File: config.mk
export PLATFORM = sky130hd
export DESIGN_NAME = can_sleep_ctrl
export DESIGN_NICKNAME = d
export VERILOG_FILES = /design/src/rtl/can_sleep_ctrl.sv
export SDC_FILE = /design/constraint.sdc
export NUM_CORES = 1
export LEC_CHECK = 0
export CAP_MARGIN = 20
export CORE_MARGIN = 4
export CORE_UTILIZATION = 24
export CTS_CLUSTER_DIAMETER = 80
export CTS_CLUSTER_SIZE = 40
export DETAILED_ROUTE_END_ITERATION = 10
export PLACE_DENSITY_LB_ADDON = 0.05
export SETUP_SLACK_MARGIN = 0.4
export SLEW_MARGIN = 5
export SYNTH_ARGS = -nofsm -noshare
export SYNTH_HDL_FRONTEND = slang
export SYNTH_SLANG_ARGS = --single-unit
File: constraint.sdc
create_clock -name clk -period 1.8 [get_ports clk]
set_clock_uncertainty 0.2 [all_clocks]
set_input_delay 0.18 -clock clk [delete_from_list [all_inputs] [get_ports clk]]
set_output_delay 0.18 -clock clk [all_outputs]
set_load 0.02 [all_outputs]
File: src/rtl/can_sleep_ctrl.sv
module can_sleep_ctrl #(
  parameter int IDLE_BITS = 11
) (
  input  logic clk,
  input  logic rst,
  input  logic sleep_set_i,
  input  logic sleep_clr_i,
  input  logic rx_bit_i,
  input  logic bit_tick_i,
  input  logic irq_pend_i,
  input  logic bus_busy_i,
  input  logic wake_irq_en_i,
  input  logic flag_rd_i,
  output logic asleep_o,
  output logic wake_flag_o,
  output logic rx_enable_o
);
  localparam int CW = $clog2(IDLE_BITS + 1);
  localparam logic [CW-1:0] FREE = CW'(IDLE_BITS);

  logic [CW-1:0] idle_cnt, idle_nxt;
  logic asleep_q, hold_q, flag_q;
  logic dom, bus_wake, sw_wake, early_wake, wake_evt, go_sleep;

  assign dom        = bit_tick_i & ~rx_bit_i;
  assign bus_wake   = asleep_q & dom;
  assign sw_wake    = asleep_q & ~dom & sleep_clr_i;
  assign early_wake = ~asleep_q & sleep_set_i & (irq_pend_i | bus_busy_i);
  assign go_sleep   = ~asleep_q & sleep_set_i & ~irq_pend_i & ~bus_busy_i;
  assign wake_evt   = bus_wake | sw_wake | early_wake;

  always_comb begin
    idle_nxt = idle_cnt;
    if (bit_tick_i) begin
      if (!rx_bit_i)             idle_nxt = '0;
      else if (idle_cnt != FREE) idle_nxt = idle_cnt + 1'b1;
    end
  end

  always_ff @(posedge clk) begin
    if (rst) begin
      idle_cnt <= '0;
      asleep_q <= 1'b0;
      hold_q   <= 1'b0;
      flag_q   <= 1'b0;
    end else begin
      idle_cnt <= idle_nxt;
      if (go_sleep) asleep_q <= 1'b1;
      else if (bus_wake | sw_wake) asleep_q <= 1'b0;
      if (bus_wake) hold_q <= 1'b1;
      else if (idle_nxt == FREE) hold_q <= 1'b0;
      if (wake_evt && wake_irq_en_i) flag_q <= 1'b1;
      else if (flag_rd_i) flag_q <= 1'b0;
    end
  end

  assign asleep_o    = asleep_q;
  assign wake_flag_o = flag_q;
  assign rx_enable_o = ~asleep_q & ~hold_q;


  wake_cause_chk: assert property (@(posedge clk) disable iff (rst)
    $fell(asleep_q) |-> $past(dom | sleep_clr_i));

  sleep_entry_chk: assert property (@(posedge clk) disable iff (rst)
    $rose(asleep_q) |-> $past(sleep_set_i & ~irq_pend_i & ~bus_busy_i));

  flag_enable_chk: assert property (@(posedge clk) disable iff (rst)
    $rose(flag_q) |-> $past(wake_irq_en_i));

  hold_origin_chk: assert property (@(posedge clk) disable iff (rst)
    $rose(hold_q) |-> $past(dom) && !asleep_q);

  hold_release_chk: assert property (@(posedge clk) disable iff (rst)
    $fell(hold_q) |-> idle_cnt == FREE);

  rx_sleep_chk: assert property (@(posedge clk) disable iff (rst)
    asleep_q |-> !rx_enable_o);

  cnt_range_chk: assert property (@(posedge clk) disable iff (rst)
    idle_cnt <= FREE);
endmodule

== Word level (Yosys, flattened, before mapping) ==
Index checks and enable logic that the tools add are counted.
Widths: inputs -> output; s select.

* Bits in registers: 7
* Input port bits: 10
* Output and inout port bits: 3
* Word-level logic and storage cells: 38

* Add/sub/neg operators: 1
* Equality and inequality tests: 2
* Muxes and demuxes: 9
* Bitwise gates (word level): 18
* Reduce and logical (&&, ||, !) cells: 4

{| class="wikitable"
|+ Operator list
! kind !! count
|-
| $mux 4 || 3
|-
| $and 1x1->1 || 9
|-
| $mux 1 || 6
|-
| $not 1->1 || 6
|-
| $reduce_bool 2->1 || 3
|-
| $add 4x1->4 const B || 1
|-
| $eq 4x4->1 const B || 1
|-
| $ne 4x4->1 const B || 1
|-
| $or 1x1->1 || 3
|-
| $logic_and 1x1->1 || 1
|}

== Longest topological paths before layout ==
Gate-level depths: netlist of run 1.

* Word-level depth: 9
* Mapped depth: 5
* Depth with buffers taken out: 5

== Least setup slack after synthesis of run 1 ==
No wires, ideal clock.

* Path type: reg2reg
* Start: reg idle_cnt[0]
* End: reg hold_q
* Arrival: 1194 ps
* Data required time: 1480 ps
* Slack: 286 ps
* Stages on the path, launching flop included: 6
* Clock period less this slack: 1514 ps
* Cell sequence: dfxtp_1 -> ha_1 -> nand3b_1 -> nor2_1 -> a221oi_2 -> o31a_1

* Cells in the longest elaborated chain, start to end: 6
* Elaborated cells between the ends (all ways): 7

{| class="wikitable"
|+ Ends and longest elaborated chain
! element !! RTL line !! source
|-
| start, declared || 21 || <nowiki>logic [CW-1:0] idle_cnt, idle_nxt;</nowiki>
|-
| start signal, assigned || 47 || <nowiki>idle_cnt <= idle_nxt;</nowiki>
|-
| $add 4x1->4 / $ne 4x4->1 (equally long branches) || 36 || <nowiki>else if (idle_cnt != FREE) idle_nxt = idle_cnt + 1'b1;</nowiki>
|-
| $mux 4 || 36 ||
|-
| $mux 4 || 35 || <nowiki>if (!rx_bit_i) idle_nxt = '0;</nowiki>
|-
| $mux 4 * || 34 || <nowiki>if (bit_tick_i) begin</nowiki>
|-
| $eq 4x4->1 * || 51 || <nowiki>else if (idle_nxt == FREE) hold_q <= 1'b0;</nowiki>
|-
| $reduce_bool 2->1 (no line) * || n/a ||
|-
| end signal, assigned || 44 || <nowiki>hold_q <= 1'b0;</nowiki>
|-
| end signal, assigned || 50 || <nowiki>if (bus_wake) hold_q <= 1'b1;</nowiki>
|-
| end signal, assigned || 51 ||
|-
| end, declared || 22 || <nowiki>logic asleep_q, hold_q, flag_q;</nowiki>
|}

Every way passes the cells marked *; elsewhere a longest branch is shown, timed or not.
A chain may end at the register's enable or synchronous reset.

== Worst setup path after layout of run 1 ==
* Start: reg idle_cnt[1]
* End: reg hold_q

Same word-level chain as after synthesis.

==> results_dict.tcl, run 1 <==
set metrics [dict create \
    status "finished, final reports clean" \
    drt_iter0_markers 16 \
    ir_worst_vdd_mv 0.3384 \
    ios 13 \
    dieArea_mm2 0.002461 \
    dr.pass1.iters 4 \
    antenna_found_initial 0 \
    maxCapViolations 0 \
    end_kind "register" \
    layout-drive-gt1-share 0.2857 \
    drc 0 \
    wl_per_cell_um 12.92 \
    slew_headroom 0.8025 \
    clock_latency_ns 0.25 \
    syn_nets 61 \
    synth-seq-cells 7 \
    synth_top_area_share 0.3373 \
    ant_nets 0 \
    rsz0062_at_grt "true" \
    post-place-ws_ns -0.02539 \
    hold-worst-slack_ns 0.2030 \
    post-route-period-util 0.8312 \
    maxSlewViolCount 0 \
    reg2reg_depth 4 \
    cts.htree.levels 1 \
    grt_start_max_net_pins 9 \
    diodes 0 \
    arrival_ns 1.49 \
    start_util 0.2635 \
    vias 436 \
    die_w_um 49.61 \
    post-route-worst-setup-slack_ns 0.3039 \
    fp.coreArea_mm2 0.001577 \
    ys.flop_type "dfxtp_1" \
    netlist_instances 50 \
    wl_mm 1.111 \
    dieHeight_um 49.61 \
    clkTransAtPathRegs_ns 0.05 \
    grt_overflow 0 \
    tightest_slew_ns 0.2963 \
    synth_area_leaders "dfxtp_1 (34%), nor2_1 (6.3%), a21oi_1 (3.6%)" \
    setup_viol 0 \
    ys_types 27 \
    synthesis.area_um2 415.4 \
    gp_congestion 0.7931 \
    p_leak_nw 0.2446 \
    fin_nets 82 \
    cp_max_fo 3 \
    cts_tree "built" \
    finalHoldViolCount 0 \
    synth-async-reset-ratio 0 \
    seq_area_frac_synth 0.3373 \
    fmax_ghz 0.6684 \
    start_kind "register" \
    postSynthAreaPerCell_um2 8.308 \
    powerDensity_mw_per_mm2 582.8 \
    cts_buffer_depth 2 \
    hold_path_class "in -> reg" \
    hold_depth 3 \
    numCtsBuffers 3 \
    synth-edff-count 0 \
    area_growth_pct 55.12 \
    yosysTopAreaCell "dfxtp_1" \
    root_buffer "clkbuf_4" \
    min_period_ns 1.496 \
    grt_pass1_vias 443 \
    cts_sinks 7 \
    via_per_inst 5.070 \
    required_ns 1.79 \
    io_buffers 12 \
    grt_pass1_wl_mm 1.918 \
    ys.warnings.count 0 \
    critPathKind "reg -> reg" \
    std_cell_rows 14 \
    gr-usage-all-layers 0.1046 \
]
## layout make-up
type	instances	area [um2]
fill	167	932.1
multi-input combinational	38	265.3
timing repair buffer	17	166.4
sequential	7	148.9
clock buffer	4	26.28
tap	16	20.02
inverter	4	17.52
## cells in the mapped netlist, types with 2 or more instances
library cell	instances
nor2_1	7
inv_1	2
nand3b_1	2
nor3_1	3
nand3_1	3
a21oi_1	3
a31oi_1	2
dfxtp_1	7
o21ai_0	2
nand2b_1	2
## worst paths after layout
kind / start / endpoint / slack, ns
setup reg to reg: idle_cnt[1] / hold_q / 0.30
setup / recovery: idle_cnt[1] / hold_q / 0.30
hold / removal: rx_bit_i / idle_cnt[0] / 0.20
hold reg to reg: wake_flag_o / wake_flag_o / 0.26
## flip-flops by register name, indices dropped and copies added (netlist names)
| name | flops |
|---|---|
| idle_cnt | 4 |
| asleep_o | 1 |
| hold_q | 1 |
| wake_flag_o | 1 |
## metrics by stage
stage	TNS (ns)	area [um2]	utilization	power (mW)	cells
finish	0	644.4	0.4087	0.3756	86
global route	0	644.4	0.4087	0.4048	86
CTS	0	606.8	0.3849	0.3796	83
detailed placement	-0.02539	583.1	0.3698	0.2341	79
global placement	-0.005660	583.1	0.3698	0.2350	79
floorplan	0	439.2	-	0.1956	50
## layout by cell type, fill, tap and decap left out, types with 2 or more instances in the layout
cell type,n
nand2b_1,2
nor3_1,3
a21oi_1,3
nor2_1,6
clkdlybuf4s50_1,7
clkbuf_4,3
a31oi_1,2
inv_1,2
buf_4,4
dlygate4sd2_1,2
nand3_1,3
dfxtp_1,4
dfxtp_4,2
nand3b_1,2
## power by group
group          switching [mW]  internal, mW  leakage, nW
Sequential            0.00463         0.158       0.0588
Clock                  0.0578        0.0846       0.0150
Combinational          0.0304        0.0403        0.171
Total                  0.0928         0.283        0.245
## critical path, stage by stage (launching register included)
cell and delay [ns]:
dfxtp_4 0.36, ha_4 0.23, and3_4 0.17, a221oi_2 0.30, o31a_1 0.17
## metal layers
metal,track usage,wire length (um)
met3,0.07831,90
met4,0,0
met5,0,0
met2,0.1784,555
met1,0.1089,465
## cells by family (layout without fill, tap and decap cells)
| family | count (synthesis) | after routing | synth area share |
|---|---|---|---|
| AND/OR/NAND/NOR | 23 | 23 | 0.3163 |
| AO/OA/AOI/OAI | 13 | 13 | 0.2229 |
| flip-flops | 7 | 7 | 0.3373 |
| buffers and inverters | 5 | 25 | 0.06928 |
| adder cells (fa/ha/maj) | 1 | 1 | 0.03012 |
| multiplexers | 1 | 1 | 0.02410 |
## repair_timing
action                                 4_1_cts  5_1_grt
endpoints found under the hold margin        0        0
pin swaps                                    0        1
buffers inserted                             0        3
hold buffers                                 0        0
resized for setup                            6        6
setup endpoints to repair                    7        6
Note: power is estimated with default switching activity, not from simulation.
==> inputs of run 2 (changes only) <==
==> constraint.sdc (replaced) <==
create_clock -name clk -period 1.5 [get_ports clk]
set_clock_uncertainty 0.2 [all_clocks]
set_input_delay 0.15 -clock clk [delete_from_list [all_inputs] [get_ports clk]]
set_output_delay 0.15 -clock clk [all_outputs]
set_load 0.02 [all_outputs]
==> results_dict.tcl, run 2 (synthesized netlist as in run 1, its figures left out) <==
set metrics [dict create \
    status "finished with violations" \
    violations "negative setup slack" \
    total_power_uw 466.0 \
    critPathKind "reg -> reg" \
    clock_latency_ns 0.25 \
    ant_nets 0 \
    ir_worst_vdd_mv 0.2099 \
    min_period_ns 1.514 \
    via_per_inst 5.043 \
    maxCapViolations 0 \
    dieArea_mm2 0.002461 \
    r2r-start "idle_cnt[0]" \
    numCtsBuffers 3 \
    gr-usage-all-layers 0.1110 \
    dieHeight_um 49.61 \
    powerDensity_mw_per_mm2 655.7 \
    top_register "idle_cnt" \
    fp.coreArea_mm2 0.001577 \
    root_buffer "clkbuf_4" \
    drc 0 \
    cp_max_fo 5 \
    hold_path_class "in -> reg" \
    hold_depth 3 \
    arrival_ns 1.45 \
    io_buffers 12 \
    min_from "rx_bit_i" \
    dpl.cell_count 85 \
    grt_overflow 0 \
    antenna_found_initial 0 \
    clkTransAtPathRegs_ns 0.06 \
    wl_mm 1.194 \
    fin_cells 92 \
    grt_pass1_vias 445 \
    nFillCells 164 \
    required_ns 1.44 \
    start_kind "register" \
    r2r_slack_ns -0.01 \
    diodes 0 \
    grt_pass1_wl_mm 1.952 \
    area_growth_pct 71.08 \
    layout_commonest_cell "buf_4" \
    r2r_end "hold_q" \
    post-route-period-util 1.009 \
    p_leak_nw 0.2720 \
    start_util 0.2635 \
    cts_hold_buf 0 \
    wl_per_cell_um 12.98 \
    die_w_um 49.61 \
    slew_headroom 0.8185 \
    fin_nets 88 \
    end_kind "register" \
    post-route-worst-setup-slack_ns -0.01376 \
    largest_register_ffs 4 \
    vias 464 \
    final_cell_mix "buf_4 (9), clkdlybuf4s50_1 (7), nor2_1 (6)" \
    cts_tree "built" \
    drt_iter0_markers 12 \
    cts_buffer_depth 2 \
    gp_congestion 0.7552 \
    fmax_ghz 0.6606 \
    ios 13 \
    hpwl_um 965.5 \
    holdPathEnd "idle_cnt[0]" \
    tightest_slew_ns 0.2722 \
    setup_viol 1 \
    maxSlewViolCount 0 \
    cts_sinks 7 \
    dr.pass1.iters 2 \
    rsz0062_at_grt "true" \
    layout-drive-gt1-share 0.4342 \
    finalHoldViolCount 0 \
    grt_start_max_net_pins 8 \
    std_cell_rows 14 \
    reg2reg_depth 6 \
    cts.htree.levels 1 \
]
## run 2: cell count changes in the layout (fill, tap and decap cells not counted), sizes merged
| cell | delta |
|---|---|
| dlygate4sd2 | -2 |
| clkdlybuf4s15 | +1 |
| clkbuf | -1 |
| dlymetal6s2s | -1 |
| buf | +9 |
## run 2: how the worst max path moves through the flow
stage	start	slack, ns	depth (start not counted)	endpoint
global route	idle_cnt[0]	-0.07	6	idle_cnt[0]
global placement	rx_bit_i	-0.25	5	hold_q
floorplan	idle_cnt[0]	0.1	5	hold_q
detailed placement	bit_tick_i	-0.28	5	hold_q
CTS	idle_cnt[0]	0.02	6	idle_cnt[0]
finish	idle_cnt[0]	-0.01	6	hold_q
## run 2: final cells by class
| type | instances | area, um2 | area share |
|---|---|---|---|
| Clock buffer | 4 | 26.28 | 0.03697 |
| Inverter | 4 | 17.52 | 0.02465 |
| Multi-Input combinational cell | 38 | 275.3 | 0.3873 |
| Sequential cell | 7 | 155.1 | 0.2183 |
| Tap cell | 16 | 20.02 | 0.02817 |
| Timing Repair Buffer | 23 | 216.5 | 0.3046 |
## run 2: where the power goes
part | switching (mW) | total (mW) | internal [mW]
combinational | 0.0394 | 0.0951 | 0.0557
sequential | 0.00568 | 0.194 | 0.188
clock | 0.0750 | 0.177 | 0.102
## run 2: timing repair
action,4_1_cts,5_1_grt
setup buffers,1,2
endpoints found under the setup margin,10,10
pin swaps,3,4
resized for setup,18,14
## run 2: metal layers
layer	track usage	wire length, um	vias up
met5	0	0	-
met1	0.1200	508	210
met4	0.1336	44	0
met2	0.1564	584	11
li1	-	-	239
met3	0.03313	57	4
## run 2: critical path, stage by stage, from the launching register on
cell	delay [ns]
dfxtp_4	0.38
ha_4	0.16
buf_4	0.11
nand3_2	0.06
nor3_1	0.14
a311oi_1	0.07
o31a_1	0.30
## run 2: per-stage QoR
stage          setup TNS [ns]  area (um2)  utilization  hold WS, ns  setup slack [ns]
4_1_cts                     0       665.6       0.4222       0.1463           0.02369
5_1_grt               -0.1171       710.7       0.4508       0.2097          -0.07413
6_report             -0.01376       710.7       0.4508       0.1693          -0.01376
3_3_place_gp          -0.9467       631.9       0.4008       0.2606           -0.2502
3_5_place_dp           -1.096       631.9       0.4008       0.2638           -0.2752
2_1_floorplan               0       442.9            -     0.009357           0.09907
==> inputs of run 3 (changes only) <==
--- a/config.mk
+++ b/config.mk
@@ -13,6 +13,7 @@
 export DETAILED_ROUTE_END_ITERATION = 10
 export PLACE_DENSITY_LB_ADDON = 0.05
 export SETUP_SLACK_MARGIN = 0.4
+export SKIP_LAST_GASP = 1
 export SLEW_MARGIN = 5
 export SYNTH_ARGS = -nofsm -noshare
 export SYNTH_HDL_FRONTEND = slang
==> results of run 3 <==
Same layout as run 2: the final DEF is identical, and so are final timing and power.
